### src/rtl/csd_pkg.sv
package csd_pkg;
    typedef enum logic {
        PH_EVEN = 1'b0,
        PH_ODD  = 1'b1
    } csd_phase_e;

    // Prefix as it sits in the low bits of a word: first received bit at bit 0.
    localparam int CSD_PREFIX_W = 7;
    localparam logic [CSD_PREFIX_W-1:0] CSD_PREFIX = 7'b1111100;
endpackage

### src/rtl/csd_window.sv
module csd_window #(
    parameter int W = 10
) (
    input  logic         clk,
    input  logic         rst_n,
    input  logic         ser_i,
    output logic [W-1:0] win_nxt_o,
    output logic         hit_o
);
    import csd_pkg::*;

    typedef struct packed {
        logic [W-1:0] win;
    } win_st_t;

    win_st_t st_d, st_q;

    always_comb begin
        st_d = st_q;
        st_d.win = {ser_i, st_q.win[W-1:1]};
        win_nxt_o = st_d.win;
        hit_o = (st_d.win[CSD_PREFIX_W-1:0] == CSD_PREFIX);
    end

    always_ff @(posedge clk) begin
        if (!rst_n) st_q <= '0;
        else        st_q <= st_d;
    end
endmodule

### src/rtl/csd_strobe.sv
module csd_strobe #(
    parameter int W = 10
) (
    input  logic clk,
    input  logic rst_n,
    input  logic hit_i,
    input  logic align_en_i,
    output logic strobe_o,
    output logic phase_o
);
    import csd_pkg::*;

    localparam int REM_W  = $clog2(2*W);
    localparam int TGT_W  = $clog2(W);
    localparam int STRETCH = 2*W - 2;

    typedef struct packed {
        logic [REM_W-1:0] rem;
        logic [TGT_W-1:0] tgt;
        logic             pend;
        csd_phase_e       ph;
    } strb_st_t;

    strb_st_t st_d, st_q;

    always_comb begin
        st_d = st_q;
        strobe_o = (st_q.rem == '0);
        phase_o  = st_q.ph;

        st_d.tgt = (st_q.tgt == TGT_W'(W-1)) ? '0 : st_q.tgt + 1'b1;
        if (strobe_o) begin
            st_d.ph  = (st_q.ph == PH_EVEN) ? PH_ODD : PH_EVEN;
            st_d.rem = REM_W'(W-1);
        end else begin
            st_d.rem = st_q.rem - 1'b1;
        end

        if (!align_en_i) begin
            st_d.pend = 1'b0;
        end else if (hit_i) begin
            if (strobe_o) begin
                st_d.pend = 1'b0;
            end else begin
                st_d.pend = 1'b1;
                st_d.tgt  = '0;
            end
        end else if (strobe_o && st_q.pend && st_q.ph == PH_ODD) begin
            st_d.pend = 1'b0;
            st_d.rem  = REM_W'(STRETCH) - REM_W'(st_q.tgt);
        end
    end

    always_ff @(posedge clk) begin
        if (!rst_n) begin
            st_q.rem  <= REM_W'(W-1);
            st_q.tgt  <= '0;
            st_q.pend <= 1'b0;
            st_q.ph   <= PH_EVEN;
        end else begin
            st_q <= st_d;
        end
    end

    assert_pend_drop_R3: assert property (@(posedge clk) disable iff (!rst_n)
        !align_en_i |=> !st_q.pend);
    assert_rem_bound_R4: assert property (@(posedge clk) disable iff (!rst_n)
        st_q.rem <= REM_W'(STRETCH));
endmodule

### src/rtl/comma_deser.sv
module comma_deser #(
    parameter int W = 10
) (
    input  logic         clk,
    input  logic         rst_n,
    input  logic         ser_i,
    input  logic         align_en_i,
    input  logic         los_i,
    output logic [W-1:0] data_o,
    output logic         vld_o,
    output logic         comma_o,
    output logic         ph_even_o,
    output logic         ph_odd_o
);
    import csd_pkg::*;

    localparam int GAP_W = $clog2(4*W);

    typedef struct packed {
        logic [W-1:0] data;
        logic         vld;
        logic         comma;
        csd_phase_e   ph;
    } out_st_t;

    out_st_t st_d, st_q;
    logic [W-1:0] win_nxt;
    logic         hit;
    logic         strobe;
    logic         phase;

    csd_window #(.W(W)) u_win (
        .clk(clk), .rst_n(rst_n), .ser_i(ser_i),
        .win_nxt_o(win_nxt), .hit_o(hit)
    );

    csd_strobe #(.W(W)) u_strb (
        .clk(clk), .rst_n(rst_n), .hit_i(hit), .align_en_i(align_en_i),
        .strobe_o(strobe), .phase_o(phase)
    );

    always_comb begin
        st_d = st_q;
        st_d.vld = strobe;
        if (strobe) begin
            st_d.data  = win_nxt;
            st_d.comma = hit;
            st_d.ph    = csd_phase_e'(phase);
        end
    end

    always_ff @(posedge clk) begin
        if (!rst_n) begin
            st_q.data  <= '0;
            st_q.vld   <= 1'b0;
            st_q.comma <= 1'b0;
            st_q.ph    <= PH_EVEN;
        end else begin
            st_q <= st_d;
        end
    end

    assign data_o    = los_i ? {W{1'b1}} : st_q.data;
    assign vld_o     = st_q.vld;
    assign comma_o   = st_q.comma & st_q.vld & ~los_i;
    assign ph_even_o = (st_q.ph == PH_EVEN);
    assign ph_odd_o  = (st_q.ph == PH_ODD);

    // Spacing monitor for the no-shortening rule.
    logic [GAP_W-1:0] gap_q;
    always_ff @(posedge clk) begin
        if (!rst_n)                        gap_q <= '0;
        else if (st_q.vld)                 gap_q <= GAP_W'(1);
        else if (gap_q != {GAP_W{1'b1}})   gap_q <= gap_q + 1'b1;
    end

    assert_gap_min_R4: assert property (@(posedge clk) disable iff (!rst_n)
        st_q.vld |-> gap_q >= GAP_W'(W));
    assert_vld_pulse_R1: assert property (@(posedge clk) disable iff (!rst_n)
        st_q.vld |=> !st_q.vld);
    assert_phase_hold_R7: assert property (@(posedge clk) disable iff (!rst_n)
        !st_q.vld |-> $stable(st_q.ph));
    assert_comma_word_R2: assert property (@(posedge clk) disable iff (!rst_n)
        comma_o |-> st_q.data[CSD_PREFIX_W-1:0] == CSD_PREFIX);
endmodule

### config.mk
export PLATFORM = sky130hd
export DESIGN_NAME = comma_deser
export DESIGN_NICKNAME = d
export VERILOG_FILES = /design/src/rtl/csd_pkg.sv /design/src/rtl/csd_window.sv /design/src/rtl/csd_strobe.sv /design/src/rtl/comma_deser.sv
export SDC_FILE = /design/constraint.sdc
export NUM_CORES = 1
export LEC_CHECK = 0
export ABC_AREA = 1
export ABC_CLOCK_PERIOD_IN_PS = 2800
export BUFFER_PORTS_ARGS = -buffer_cell sky130_fd_sc_hd__buf_2
export CAP_MARGIN = 20
export CELL_PAD_IN_SITES_DETAIL_PLACEMENT = 1
export CELL_PAD_IN_SITES_GLOBAL_PLACEMENT = 2
export CORE_MARGIN = 10
export CORE_UTILIZATION = 34
export DETAILED_ROUTE_END_ITERATION = 10
export HOLD_SLACK_MARGIN = 0.06
export PLACE_DENSITY = 0.77
export SETUP_SLACK_MARGIN = 0.15
export SLEW_MARGIN = 20
export SYNTH_ARGS = -nofsm -noshare
export SYNTH_HDL_FRONTEND = slang
export SYNTH_HIERARCHICAL = 1
export SYNTH_SLANG_ARGS = --single-unit
### constraint.sdc
create_clock -name clk -period 2.8 [get_ports clk]
set_input_delay 0.28 -clock clk [delete_from_list [all_inputs] [get_ports clk]]
set_output_delay 0.28 -clock clk [all_outputs]
set_load 0.05 [all_outputs]
# Yosys cells after proc, flatten, opt, wreduce, memory -nomap -nowiden
# Index checks and enable logic that the tools add are counted.
[totals]
ff_bits = 34
input_bits = 5
out_inout_bits = 14
elab_cells = 35
[classes]
addsub = 3
n_eq_ne = 2
n_mux = 12
bitwise = 4
reduce_logical = 5
[op_table]
columns = ["cell", "count"]
rows = [
  ["2-to-1 mux 5 bit", 3],
  ["2-to-1 mux 4 bit", 3],
  ["2-to-1 mux 10 bit", 1],
  ["2-to-1 mux 9 bit", 1],
  ["== test 7 bit, second input constant", 1],
  ["logical NOT 5 bit", 1],
  ["subtractor 5 x 1 -> 5 bit, second input constant", 1],
  ["subtractor 5 x 4 -> 5 bit, first input constant", 1],
  ["adder 4 x 1 -> 4 bit, second input constant", 1],
  ["== test 4 bit, second input constant", 1],
  ["2-to-1 mux 1 bit", 4],
  ["AND 1 bit", 2],
  ["logical AND 1 bit", 2],
  ["NOT 1 bit", 2],
  ["AND reduction 2 bit", 1],
  ["nonzero test 2 bit", 1],
]

# Logic depth before layout (Yosys ltp)
[depth]
depth_word = 6
mapped_depth = 10
mapped_depth_nobuf = 10

# Modules after synthesis
# The synthesis kept the hierarchy.
[modules_own_cells]
columns = ["mod", "n_inst", "cells_each", "area_per_inst_um2", "seq_area_each_um2"]
rows = [
  ["csd_strobe", 1, 86, 645.6, 220.2],
  ["comma_deser", 1, 93, 615.6, 260.2],
  ["csd_window", 1, 35, 295.3, 180.2],
]

# Worst setup path after synthesis
# Ideal clock, no wire load.
[synth_path]
path_kind = "register to output"
startpoint = "register st_q (netlist bit vld_o)"
endpoint = "output port comma_o"
arrival_time_ps = 1367
required_time_ps = 2520
slack_ps = 1153
path_stages_with_launch = 3
n_path_buf = 0
path_cell_list = "dfxtp_1 -> nand2_1 -> nor2_1"
[synth_via]
elab_chain_cells = 2
[synth_lines]
columns = ["element", "line", "source"]
rows = [
  ["start, declared", "comma_deser.sv:26", "out_st_t st_d, st_q;"],
  ["start signal, assigned", "comma_deser.sv:59", "st_q <= st_d;"],
  ["AND 1 bit (2 in series)", "comma_deser.sv:65", "assign comma_o = st_q.comma & st_q.vld & ~los_i;"],
  ["end, declared", "comma_deser.sv:11", "output logic comma_o,"],
]
# Every way passes these cells.

# Final worst setup path
[layout_path]
startpoint = "register u_strb/st_q[6] (netlist name)"
endpoint = "register st_q (netlist bit ph_odd_o)"
[layout_via]
elab_chain_cells = 1
[layout_lines]
columns = ["element", "line", "source"]
rows = [
  ["start, declared", "csd_strobe.sv:24", "strb_st_t st_d, st_q;"],
  ["start signal, assigned", "csd_strobe.sv:61", "st_q <= st_d;"],
  ["logical NOT 5 bit", "csd_strobe.sv:28", "strobe_o = (st_q.rem == '0);"],
  ["net strobe", "comma_deser.sv:29", "logic strobe;"],
]
# The timed path passes the listed nets, and every way through them passes these cells.
# A chain may end at the register's enable or synchronous reset.

==> impl_metrics.env <==
export IMPL_hold_class="in -> reg"
export IMPL_dieArea_um2=7680
export IMPL_run_status="complete, no violations"
export IMPL_cp_cell_sequence="inv_1, ha_1, nand3_2, inv_1, nand2_1, nand2_1, nor2_1"
export IMPL_die_w_um=87.7
export IMPL_fmax_ghz=0.512
export IMPL_vias=1242
export IMPL_slew_violations=0
export IMPL_die_height_um=87.7
export IMPL_route_detailed_drc=0
export IMPL_maxSlewHeadroom_pct=48.4
export IMPL_cts_buffer_depth=2
export IMPL_setup_viol=0
export IMPL_drt_vias_per_instance=4.37
export IMPL_clock_latency_ns=0.28
export IMPL_path_max_fanout=25
export IMPL_routedWlPerCell_um=11.8
export IMPL_crit_arrival_ns=2.13
export IMPL_port_buffers=18
export IMPL_cts_tree="done"
export IMPL_final_setup_skew_ns=0.00591
export IMPL_r2r_end="ph_odd_o$_SDFFE_PN0P_"
export IMPL_synthTopCellsByArea="dfxtp_1, nand2_1, inv_1, nor2_1, or2_2"
export IMPL_rsz0062_at_grt="false"
export IMPL_syn_inst=214
export IMPL_r2r_slack_ns=0.85
export IMPL_yosysWarnings=6
export IMPL_pin_count=19
export IMPL_num_rows=24
export IMPL_grt_pass1_wl_mm=5.81
export IMPL_synthFlopType="dfxtp_1"
export IMPL_worstSetupPathType="reg -> reg"
export IMPL_htreeDepth=2
export IMPL_finalNetCount=241
export IMPL_min_from="ser_i"
export IMPL_drive_above_1_share_pct=20.3
export IMPL_syn_area_per_cell_um2=7.27
export IMPL_endpoint_kind="register"
export IMPL_antenna_found_initial=0
export IMPL_ys_seq_area_share_pct=42.4
export IMPL_cts_clk_slew_worst_paths_ns=0.07
export IMPL_drt_total_wl_mm=3.35
export IMPL_fin_setup_tns_ns=0
export IMPL_cts_hold_buf=0
export IMPL_start_util_pct=35.5
export IMPL_firstDrtPassIters=3
export IMPL_root_buffer="clkbuf_8"
export IMPL_maxCapViolCount=0
export IMPL_track_usage_pct=9.42
export IMPL_ys_seq_elements=33
export IMPL_post_cts_setup_buffer_count=0
export IMPL_whs_path_depth=3
export IMPL_areaGrowthSynthToFinish_pct=10.2
export IMPL_drt_iter0_markers=61
export IMPL_vdd_drop_max_uv=288
export IMPL_grt_max_degree=29
export IMPL_power_leakage_nw=0.845
export IMPL_hold_path_endpoint="u_win/st_q[9]$_SDFF_PN0_"
export IMPL_globalplace_congestion=0.779
export IMPL_max_stage_delay_ns=0.66
export IMPL_synth_edf_count=0
export IMPL_cts_repair_resized=0
export IMPL_synth_common_cells="nand2_1, inv_1, dfxtp_1, nor2_1, or2_2"
export IMPL_grt_overflow_total=0
export IMPL_hold_violations=0
export IMPL_start_kind="register"
export IMPL_core_area_um2=4380
export IMPL_fin_area_um2=1720
export IMPL_antenna_cells=0
export IMPL_cts_sinks=33
export IMPL_ant_nets=0
export IMPL_hpwlAfterDp_mm=2.47
export IMPL_cp_slowest_cell="inv_1"
export IMPL_syn_nets=224
export IMPL_finalCritPeriodShare_pct=69.7
export IMPL_cts_inserted_buffers=5
export IMPL_worstReg2RegStart="u_strb/st_q[6]$_SDFF_PN1_"
export IMPL_syn_area_um2=1560
export IMPL_synthDistinctLibCells=21
export IMPL_grt_pass1_vias=1267
export IMPL_postPlaceCellArea_um2=1630
export IMPL_r2r_cells=7
export IMPL_yosysTopAreaCell="dfxtp_1"
export IMPL_p_per_area_nw_per_um2=600
export IMPL_crit_required_ns=2.98
export IMPL_yosys_area_top_type_share_pct=42.4
export IMPL_fin_crit_ns=1.95
export IMPL_yosysMostFrequentCell="nand2_1"
export IMPL_worst_pin_slew_ns=0.773
export IMPL_async_flop_share_pct=0
## layout make-up
class | count | area [um^2]
clock buffers | 6 | 72.6
clock inverters | 2 | 10.0
fillers | 581 | 2670
inverters | 39 | 146
multi-input cells | 134 | 671
flip-flops and latches | 33 | 661
well taps | 52 | 65.1
repair buffers | 18 | 90.1
## worst max-delay path by stage
stage / start / endpoint / depth (start not counted)
after global placement: u_strb/st_q[6]$_SDFF_PN1_ / st_q[11]$_SDFFE_PN0P_ / 7
after CTS: u_strb/st_q[6]$_SDFF_PN1_ / ph_odd_o$_SDFFE_PN0P_ / 7
after floorplan: vld_o$_SDFF_PN0_ / comma_o / 2
final: u_strb/st_q[6]$_SDFF_PN1_ / ph_odd_o$_SDFFE_PN0P_ / 7
after global routing: u_strb/st_q[6]$_SDFF_PN1_ / ph_odd_o$_SDFFE_PN0P_ / 7
after detailed placement: u_strb/st_q[6]$_SDFF_PN1_ / ph_odd_o$_SDFFE_PN0P_ / 7
## flip-flops by register name, summed over array words and instances (netlist names)
register,count
st_q,11
u_strb/st_q,10
u_win/st_q,9
ph_odd_o,1
u_strb/phase_o,1
vld_o,1
## power breakdown
| part | total, mW | leakage, nW | switching [mW] | internal [mW] |
|---|---|---|---|---|
| Sequential | 0.511 | 0.269 | 0.0182 | 0.493 |
| Clock | 0.349 | 0.0450 | 0.177 | 0.172 |
| Combinational | 0.169 | 0.532 | 0.117 | 0.0525 |
## metal layers
metal | vias to the layer above | GRT usage (%) | share of wire [%]
li1 | 653 | - | -
met1 | 563 | 11.7 | 51
met3 | 6 | 3.81 | 5.8
met2 | 20 | 13.9 | 41
met4 | 0 | 4.20 | 1.6
met5 | - | 0 | 0
## logic make-up (layout without fill, tap and decap cells)
kind of cell               Yosys count  count (layout)  share of synthesized area, %
buffers and inverters               47              65                          14.5
AOI/OAI and AO/OA                    7               7                          2.41
and+or+nand+nor                    119             119                          35.0
adders and majority gates            5               5                          4.02
xor gates and xnor gates             3               3                          1.69
DFF                                 33              33                          42.4
## per-stage QoR
stage	worst slack, ns	std cells	hold slack (ns)	util, %	power, mW
detailed placement	0.855	276	0.431	37.2	0.693
global route	0.649	284	0.203	39.1	1.09
CTS	0.833	284	0.185	39.1	1.05
finish	0.847	284	0.191	39.1	1.03
global placement	0.997	276	0.425	37.2	0.685
floorplan	1.15	214	0.364	-	0.660
## cells in the final DEF, fill, tap and decap left out, drive strengths merged, types with 2 or more instances in the layout
master	n
nand2	58
inv	39
nor2	38
dfxtp	33
buf	18
or2	11
nand3	11
clkbuf	6
a21oi	5
ha	5
clkinv	2
xor2	2
## critical path: cells and delay by family, from the launching register on
family                     cells  cell delay [ns]
adders and majority gates      1             0.23
buffers and inverters          2             0.76
DFF                            1             0.31
and+or+nand+nor                4             0.54
Note: power is estimated with default switching activity, not from simulation.
